<file path="src/rtl/stress_seq.sv">
module stress_seq #(
  parameter int DW = 16,
  parameter int TW = 32,
  parameter int SETTLE_TICKS = 4
) (
  input  logic            clk,
  input  logic            rst_n,
  input  logic            tick,
  input  logic            start,
  input  logic            abort,
  input  logic [1:0]      mode,
  input  logic [3*DW-1:0] code_stress,
  input  logic [3*DW-1:0] code_alt,
  input  logic [3*DW-1:0] code_recov,
  input  logic [TW-1:0]   dur_stress,
  input  logic [TW-1:0]   dur_hi,
  input  logic [TW-1:0]   dur_lo,
  input  logic [TW-1:0]   dur_pulse,
  input  logic [TW-1:0]   dur_recov,
  input  logic [TW-1:0]   ac_cycles,
  output logic [DW-1:0]   dac_a,
  output logic [DW-1:0]   dac_b,
  output logic [DW-1:0]   dac_c,
  output logic            dac_upd,
  output logic            term_connect,
  output logic            recov_phase,
  output logic            recov_start
);
  localparam logic [TW-1:0] SET_LAST = (SETTLE_TICKS > 1) ? TW'(SETTLE_TICKS - 1) : '0;

  typedef enum logic [2:0] {S_IDLE, S_SETTLE, S_DC, S_HI, S_LO, S_PULSE, S_REC, S_DRAIN} st_t;

  st_t st, ns, after_dc;
  logic [TW-1:0] cnt, cyc, last;
  logic [1:0] mode_q;
  logic [3*DW-1:0] dac_q, nxt_code;
  logic load, done, upd_q, rs_q;

  function automatic logic [TW-1:0] lim(input logic [TW-1:0] d);
    return (d == '0) ? '0 : d - 1'b1;
  endfunction

  always_comb begin
    case (st)
      S_SETTLE: last = SET_LAST;
      S_DC:     last = lim(dur_stress);
      S_HI:     last = lim(dur_hi);
      S_LO:     last = lim(dur_lo);
      S_PULSE:  last = lim(dur_pulse);
      S_REC:    last = lim(dur_recov);
      default:  last = '0;
    endcase
  end

  assign done = tick && (cnt == last);
  assign after_dc = (mode_q == 2'd0) ? S_REC : (mode_q == 2'd2) ? S_PULSE : S_HI;

  always_comb begin
    ns = st;
    case (st)
      S_IDLE:   if (start) ns = S_SETTLE;
      S_SETTLE: if (done) ns = (mode_q == 2'd1) ? S_HI : S_DC;
      S_DC:     if (done) ns = after_dc;
      S_HI:     if (done) ns = S_LO;
      S_LO:     if (done) ns = (cyc == lim(ac_cycles)) ? S_REC : S_HI;
      S_PULSE:  if (done) ns = S_REC;
      S_REC:    if (done) ns = S_IDLE;
      default:  ns = S_IDLE;
    endcase
    if (abort && st != S_IDLE && st != S_DRAIN) ns = S_DRAIN;
  end

  assign load = (ns != st) && (ns != S_IDLE) && (ns != S_SETTLE);

  always_comb begin
    case (ns)
      S_DC, S_HI:    nxt_code = code_stress;
      S_LO, S_PULSE: nxt_code = code_alt;
      default:       nxt_code = code_recov;
    endcase
  end

  always_ff @(posedge clk) begin
    if (!rst_n) begin
      st <= S_IDLE;
      cnt <= '0;
      cyc <= '0;
      mode_q <= '0;
      dac_q <= '0;
      upd_q <= 1'b0;
      rs_q <= 1'b0;
    end else begin
      st <= ns;
      cnt <= (ns != st) ? '0 : (tick ? cnt + 1'b1 : cnt);
      if (st == S_IDLE) cyc <= '0;
      else if (st == S_LO && ns == S_HI) cyc <= cyc + 1'b1;
      if (st == S_IDLE && start) mode_q <= mode;
      if (load) dac_q <= nxt_code;
      upd_q <= load;
      rs_q <= load && (ns == S_REC);
    end
  end

  assign dac_a = dac_q[DW-1:0];
  assign dac_b = dac_q[2*DW-1:DW];
  assign dac_c = dac_q[3*DW-1:2*DW];
  assign dac_upd = upd_q;
  assign recov_start = rs_q;
  assign term_connect = (st != S_IDLE);
  assign recov_phase = (st == S_REC);

  AST_UPD_CONNECTED: assert property (@(posedge clk) disable iff (!rst_n)
    dac_upd |-> term_connect);
  AST_NO_EARLY_UPD: assert property (@(posedge clk) disable iff (!rst_n)
    $rose(term_connect) |-> !dac_upd);
  AST_RS_ALIGN: assert property (@(posedge clk) disable iff (!rst_n)
    recov_start |-> (dac_upd && recov_phase));
  AST_REC_ENTRY: assert property (@(posedge clk) disable iff (!rst_n)
    $rose(recov_phase) |-> recov_start);
  AST_ABORT_RECOV: assert property (@(posedge clk) disable iff (!rst_n)
    (abort && term_connect && !dac_upd) |=> (dac_upd && !recov_start && {dac_c, dac_b, dac_a} == $past(code_recov)));
endmodule

</file>
<file path="config.mk">
export PLATFORM = sky130hd
export DESIGN_NAME = stress_seq
export DESIGN_NICKNAME = d
export VERILOG_FILES = /design/src/rtl/stress_seq.sv
export SDC_FILE = /design/constraint.sdc
export NUM_CORES = 1
export LEC_CHECK = 0
export BUFFER_PORTS_ARGS = -buffer_cell sky130_fd_sc_hd__buf_2
export CORE_ASPECT_RATIO = 0.8
export CORE_MARGIN = 8
export CORE_UTILIZATION = 47
export DETAILED_ROUTE_END_ITERATION = 12
export PLACE_DENSITY = 0.89
export SYNTH_ARGS = -nofsm -noshare
export SYNTH_HDL_FRONTEND = slang
export SYNTH_SLANG_ARGS = --single-unit
</file>
<file path="constraint.sdc">
create_clock -name clk -period 5.8 [get_ports clk]
set_input_delay 1.16 -clock clk [delete_from_list [all_inputs] [get_ports clk]]
set_output_delay 1.16 -clock clk [all_outputs]
set_load 0.005 [all_outputs]
</file>
; Word level (Yosys, flattened, before mapping)
; Cells that the tools add are included.
; Widths: inputs -> output; s select.
[op_classes]
n_reduce_logical = 22
muxes = 21
n_eq_ne = 18
addsub = 8
n_bitwise = 1
[ops]
columns = operator, count
row1 = $logic_not 32->1, 6
row2 = $mux 32, 6
row3 = $pmux 32 s6, 1
row4 = $sub 32x1->32 const B, 6
row5 = $pmux 48 s2, 1
row6 = $add 32x1->32 const B, 2
row7 = $eq 32x32->1, 2
row8 = $mux 3, 11
row9 = $pmux 3 s7, 1
row10 = $eq 3x3->1 const B, 6
row11 = $eq 3x2->1 const B, 4
row12 = $logic_and 1x1->1, 8
row13 = $reduce_or 2->1, 4
row14 = $reduce_bool 3->1, 2
row15 = $eq 3x1->1 const B, 1
row16 = $logic_not 3->1, 1
row17 = $ne 3x1->1 const B, 1
row18 = $ne 3x3->1, 1
row19 = $ne 3x3->1 const B, 1
row20 = $eq 2x1->1 const B, 1
row21 = $eq 2x2->1 const B, 1
row22 = $logic_not 2->1, 1
row23 = $mux 1, 1
row24 = $not 1->1, 1
[word_totals]
regBits = 119
wordCells = 77
out_inout_bits = 52

; Depth between registers and ports, before layout
[depth]
ltp_word = 12
ltp_mapped = 20
ltp_nobuf = 15

; Least setup slack after synthesis
; OpenSTA, ideal clock, no wires.
[synth_path]
kind = input-to-reg
from = input dur_pulse[0]
to = register dac_q[46]
path_buffers = 3
setup_time_ns = 0.075
slack_ns = 0.160
path_stages = 17
arrival_time_ns = 5.565
required_ns = 5.725
path_cell_list = inv_1 > ha_1 > nor3b_1 > nand4_1 > nor4b_1 > xnor2_1 > o22ai_1 > or4_1 > a2111oi_0 > and4_1 > and4_1 > buf_4 > mux2i_1 > clkbuf_1 > clkbuf_1 > o21ai_0 > o22ai_1
[synth_via]
elab_chain_len = 11
[synth_lines]
columns = item, line_no
row1 = from (decl), 18  ; input logic [TW-1:0] dur_pulse,
row2 = $sub 32x1->32 / $logic_not 32->1 (equally long branches), 40  ; return (d == '0) ? '0 : d - 1'b1;
row3 = $mux 32 (*), 40
row4 = $pmux 32 s6 (*), 44  ; case (st)
row5 = $eq 32x32->1 (*), 55  ; assign done = tick && (cnt == last);
row6 = $logic_and 1x1->1 (*), 55
row7 = $mux 3 (tied with other cells), 67  ; S_REC: if (done) ns = S_IDLE;
row8 = $pmux 3 s7 (*), 60  ; case (st)
row9 = $mux 3 (*), 70  ; if (abort && st != S_IDLE && st != S_DRAIN) ns = S_DRAIN;
row10 = $eq 3x3->1 (tied with other cells), 76  ; case (ns)
row11 = $reduce_or 2->1 / $logic_and 1x1->1 (equally long branches), "76, 73"
row12 = $pmux 48 s2 / $logic_and 1x1->1 (equally long branches), "76, 73"
row13 = to (signal assigned), 98  ; if (load) dac_q <= nxt_code;
row14 = to (decl), 36  ; logic [3*DW-1:0] dac_q, nxt_code;
; Every way passes the cells marked *; elsewhere a longest branch is shown, timed or not.
; A chain may end at the register's enable or synchronous reset.

; Final worst setup path
[layout_path]
from = input dur_lo[15]
to = register dac_q[14]
[layout_via]
elab_chain_len = 11
[layout_lines]
columns = item, line_no
row1 = from (decl), 17  ; input logic [TW-1:0] dur_lo,
row2 = $sub 32x1->32 / $logic_not 32->1 (equally long branches), 40
row3 = $mux 32 (*), 40
row4 = $pmux 32 s6 (*), 44
row5 = $eq 32x32->1 (*), 55
row6 = $logic_and 1x1->1 (*), 55
row7 = $mux 3 (tied with other cells), 67
row8 = $pmux 3 s7 (*), 60
row9 = $mux 3 (*), 70
row10 = $eq 3x3->1 (tied with other cells), 76
row11 = $reduce_or 2->1 / $logic_and 1x1->1 (equally long branches), "76, 73"
row12 = $pmux 48 s2 / $logic_and 1x1->1 (equally long branches), "76, 73"
; Marks and branches as above.

==> impl_results.md <==
- Critical Path Stages: 18
- Critical-path top delay cell: or4_1
- Total core area: 26190 um2
- Family with the most delay on the worst path: simple AND/OR/NAND/NOR gates
- Kind of start point of the critical path: primary input
- Worst Hold Depth: 2
- Number of cells after detailed placement: 2557
- Net count after synthesis: 2055
- Leading cell types by count after synthesis: nor2_1 (206), xor2_1 (120), dfxtp_1 (119), xnor2_1 (111), o22ai_1 (84)
- Buf+Inv Stages, Crit Path: 6
- Layout cell share with drive strength beyond 1: 31.13%
- Height of the die: 161.7 um
- Longest individual stage delay on the worst path: 0.60 ns
- Vias in the first global route: 15870
- Hold Path Sink: mode_q[1]
- Final hold vios: 0
- Count of pins over their slew limit: 0
- Cell accounting for the most synthesized area: dfxtp_1
- FF-to-FF End: dac_q[12]
- Crit Path Category: primary input to register
- Transition time of the tightest slew-check pin: 1.145 ns
- HP Class: register to register
- Master cell of the clock root buffer: clkbuf_16
- Number of H-tree levels: 4
- Routability congestion estimate: 1.004
- Number of top-level pins: 395
- Outcome: completed
- Async set-reset flop share out of synthesis: 0%
- Number of DRC markers in iteration 0: 2321
- Post-synth cell types: 80
- Static leakage: 6.534 nW
- Ratio of total power to cell area: 193.9 nW/um2
- Hold Worst Slack: 0.5185 ns
- Min Tclk post-route: 5.670 ns
- Via density per instance: 6.355
- Cell with the most instances after synthesis: nor2_1
- Final setup margin: 0.1304 ns
- Post-place setup slack: -0.5625 ns
- Port Buffers: 394
- Hold path startpoint: mode_q[1]
- Buffers from clock root to sink, at most: 2
- Total of flip-flops plus latches after synthesis: 119
- Initial antenna violation count: 4
- Max Cap Violations: 0
- Cell count of the worst reg-to-reg path: 18
- Final-report setup violation count: 0
- Worst slew margin relative to its limit: 23.39%
- Post-Route Skew: 0.01607 ns
- Clk pin slew, worst setup/hold paths: 0.06 ns
- Final Util: 64.38%
- Clk sinks: 119
- Total length of routed wires: 57540 um
- First-pass detailed-route iteration total: 5
- Sequential cell area fraction in the yosys report: 19.10%
- Netlist Area Pre-Place: 12470 um2
- Global-route wire length before repair: 87490 um
- Area enclosed by the die boundary: 32040 um2
- Routed len/inst: 22.18 um
- Primary flip-flop cell chosen by synthesis mapping: dfxtp_1
- Worst endpoint required time: 6.13 ns
- Peak supply drop: 207.2 uV
- Critical path peak fanout: 24
- Growth of design area from synthesis to finish: 35.21%
- # rows: 53
- X dimension of the die: 198.1 um
- Largest net degree at the start of global routing: 85
- Series of cell instances along the critical path: buf_2 > or4_1 > nand4bb_4 > o31ai_2 > buf_6 > buf_4 > a21oi_1 > a211o_1 > o31a_1 > nor4_1 > buf_4 > or4b_1 > or4b_1 > a211oi_4 > buf_4 > clkbuf_16 > a32oi_1 > o22ai_1
- Type of destination of the critical path: register
- Total congestion overflow after global routing: 0
- EDFF count, synth: 0
- Total CTS buffers: 17
- Count of unresolved DRC violations after routing: 0
- Flop-to-flop setup slack: 0.46 ns
- Achievable frequency: 176.4 MHz
- Overall routing resource usage: 33.75%
- Half-perimeter wire length after placement: 46080 um
- Final worst-path cycle share: 97.75%
- Start of the worst register-to-register path: st[0]
- Crit path top cell by count: buf_4
- Count of mapped cells out of synthesis: 1699
- Skew-Pair Late Insertion Delay: 0.41 ns
- Final net count: 2581
- Mean post-synth cell area: 7.341 um2
- Vias after detailed routing: 16490
- Clock tree from TritonCTS: yes
- Initial cell density of the core: 47.61%
- Number of antenna-violating nets in the routed design: 0
- Number of warnings issued by yosys: 0
- Leading cell types by total area after synthesis: dfxtp_1 (19%), xor2_1 (8.4%), xnor2_1 (7.8%), nor2_1 (6.2%), o22ai_1 (4.2%)
- Post-CTS Hold Buffers: 0
- Share of the synthesized area in the top cell type: 19.10%
- Fin cells: 2594
- Worst endpoint data arrival time: 6.00 ns
[area by class of cell]
class / count / area (um2)
Fill cell: 2230 / 9330
Clock inverter: 9 / 125.1
Inverter: 34 / 127.6
Sequential cell: 119 / 2382
Clock buffer: 21 / 470.5
Timing Repair Buffer: 607 / 3667
Tap cell: 357 / 446.7
Antenna cell: 1 / 2.502
Multi-Input combinational cell: 1446 / 9642
[routing by layer]
layer  share of wire (%)  GRT usage, %  up-vias  wire length, um
li1                    -             -     7535                -
met1                  42         45.46     7741            23890
met2                  45         53.91     1042            25690
met3                  11         7.341      161             6222
met4                 3.0         8.607        6             1700
met5               0.061             0        -               35
[cell families (layout without fill, tap and decap cells)]
| logic type | count (synthesis) | count (layout) | share of synthesized area (%) |
|---|---|---|---|
| simple gates | 758 | 759 | 33.14 |
| compound gates | 430 | 430 | 24.25 |
| xor+xnor | 233 | 233 | 16.58 |
| buf+inv | 135 | 671 | 4.675 |
| flops | 119 | 119 | 19.10 |
| fa+ha+maj | 13 | 13 | 1.304 |
| mux | 11 | 11 | 0.9530 |
| other cells | 0 | 1 | 0 |
[flip-flops by register name, summed over array words and instances (netlist names)]
| register | cells |
|---|---|
| mode_q | 2 |
| cnt | 32 |
| dac_q | 48 |
| st | 3 |
| recov_start | 1 |
| cyc | 32 |
| dac_upd | 1 |
[what timing repair did]
item,4_1_cts,5_1_grt
pin swaps,0,3
setup buffers,0,4
resized for setup,1,18
gates cloned,1,1
setup endpoints to repair,48,80
[report_power, final]
| group | switching (mW) | internal [mW] | total (mW) |
|---|---|---|---|
| clock network | 0.382 | 0.702 | 1.08 |
| registers | 0.0733 | 0.902 | 0.976 |
| logic | 0.665 | 0.546 | 1.21 |
[per-stage QoR]
step | area [um2] | TNS (ns) | power (mW)
after floorplan | 12470 | 0 | 1.541
after detailed placement | 16120 | -31.90 | 2.138
final | 16860 | 0 | 3.271
after global routing | 16860 | -0.003768 | 3.405
after CTS | 16730 | -0.5177 | 3.219
after global placement | 16120 | -18.04 | 2.106
[worst max path at each step]
stage | startpoint | end | slack [ns]
finish | dur_lo[15] | dac_q[14] | 0.13
floorplan | dur_pulse[0] | dac_q[46] | 0.16
detailed placement | dur_recov[4] | dac_q[36] | -0.56
global placement | dur_recov[4] | dac_q[45] | -0.35
CTS | dur_recov[4] | cyc[7] | -0.09
global route | dur_lo[15] | dac_q[36] | -0.004
[cells in the final DEF (no fill, tap or decap), drive strengths merged, types with 22 or more instances in the layout]
| cell type | n |
|---|---|
| a32oi | 52 |
| buf | 606 |
| nor2 | 207 |
| o22ai | 84 |
| xor2 | 120 |
| a211oi | 22 |
| nor3 | 73 |
| nor4 | 92 |
| nand3 | 77 |
| or3 | 27 |
| nand2 | 76 |
| inv | 34 |
| clkbuf | 22 |
| or4 | 34 |
| a21oi | 43 |
| dfxtp | 119 |
| nand4 | 44 |
| xnor2 | 111 |
| a21boi | 49 |
| and3 | 28 |
| o21ai | 74 |
[worst reg2reg max path, stage by stage (launching register included)]
cell	delay, ns
dfxtp_1	0.64
inv_1	0.26
nor2_1	0.52
o41ai_4	0.17
buf_4	0.21
buf_4	0.17
o22ai_1	0.47
nor3_2	0.15
buf_4	0.17
xnor2_1	0.14
nor4_1	0.46
and4_1	0.28
and4_2	0.32
buf_4	0.16
mux2i_4	0.25
buf_4	0.24
buf_4	0.17
a21boi_0	0.29
o22ai_1	0.16
Note: power is estimated with default switching activity, not from simulation.
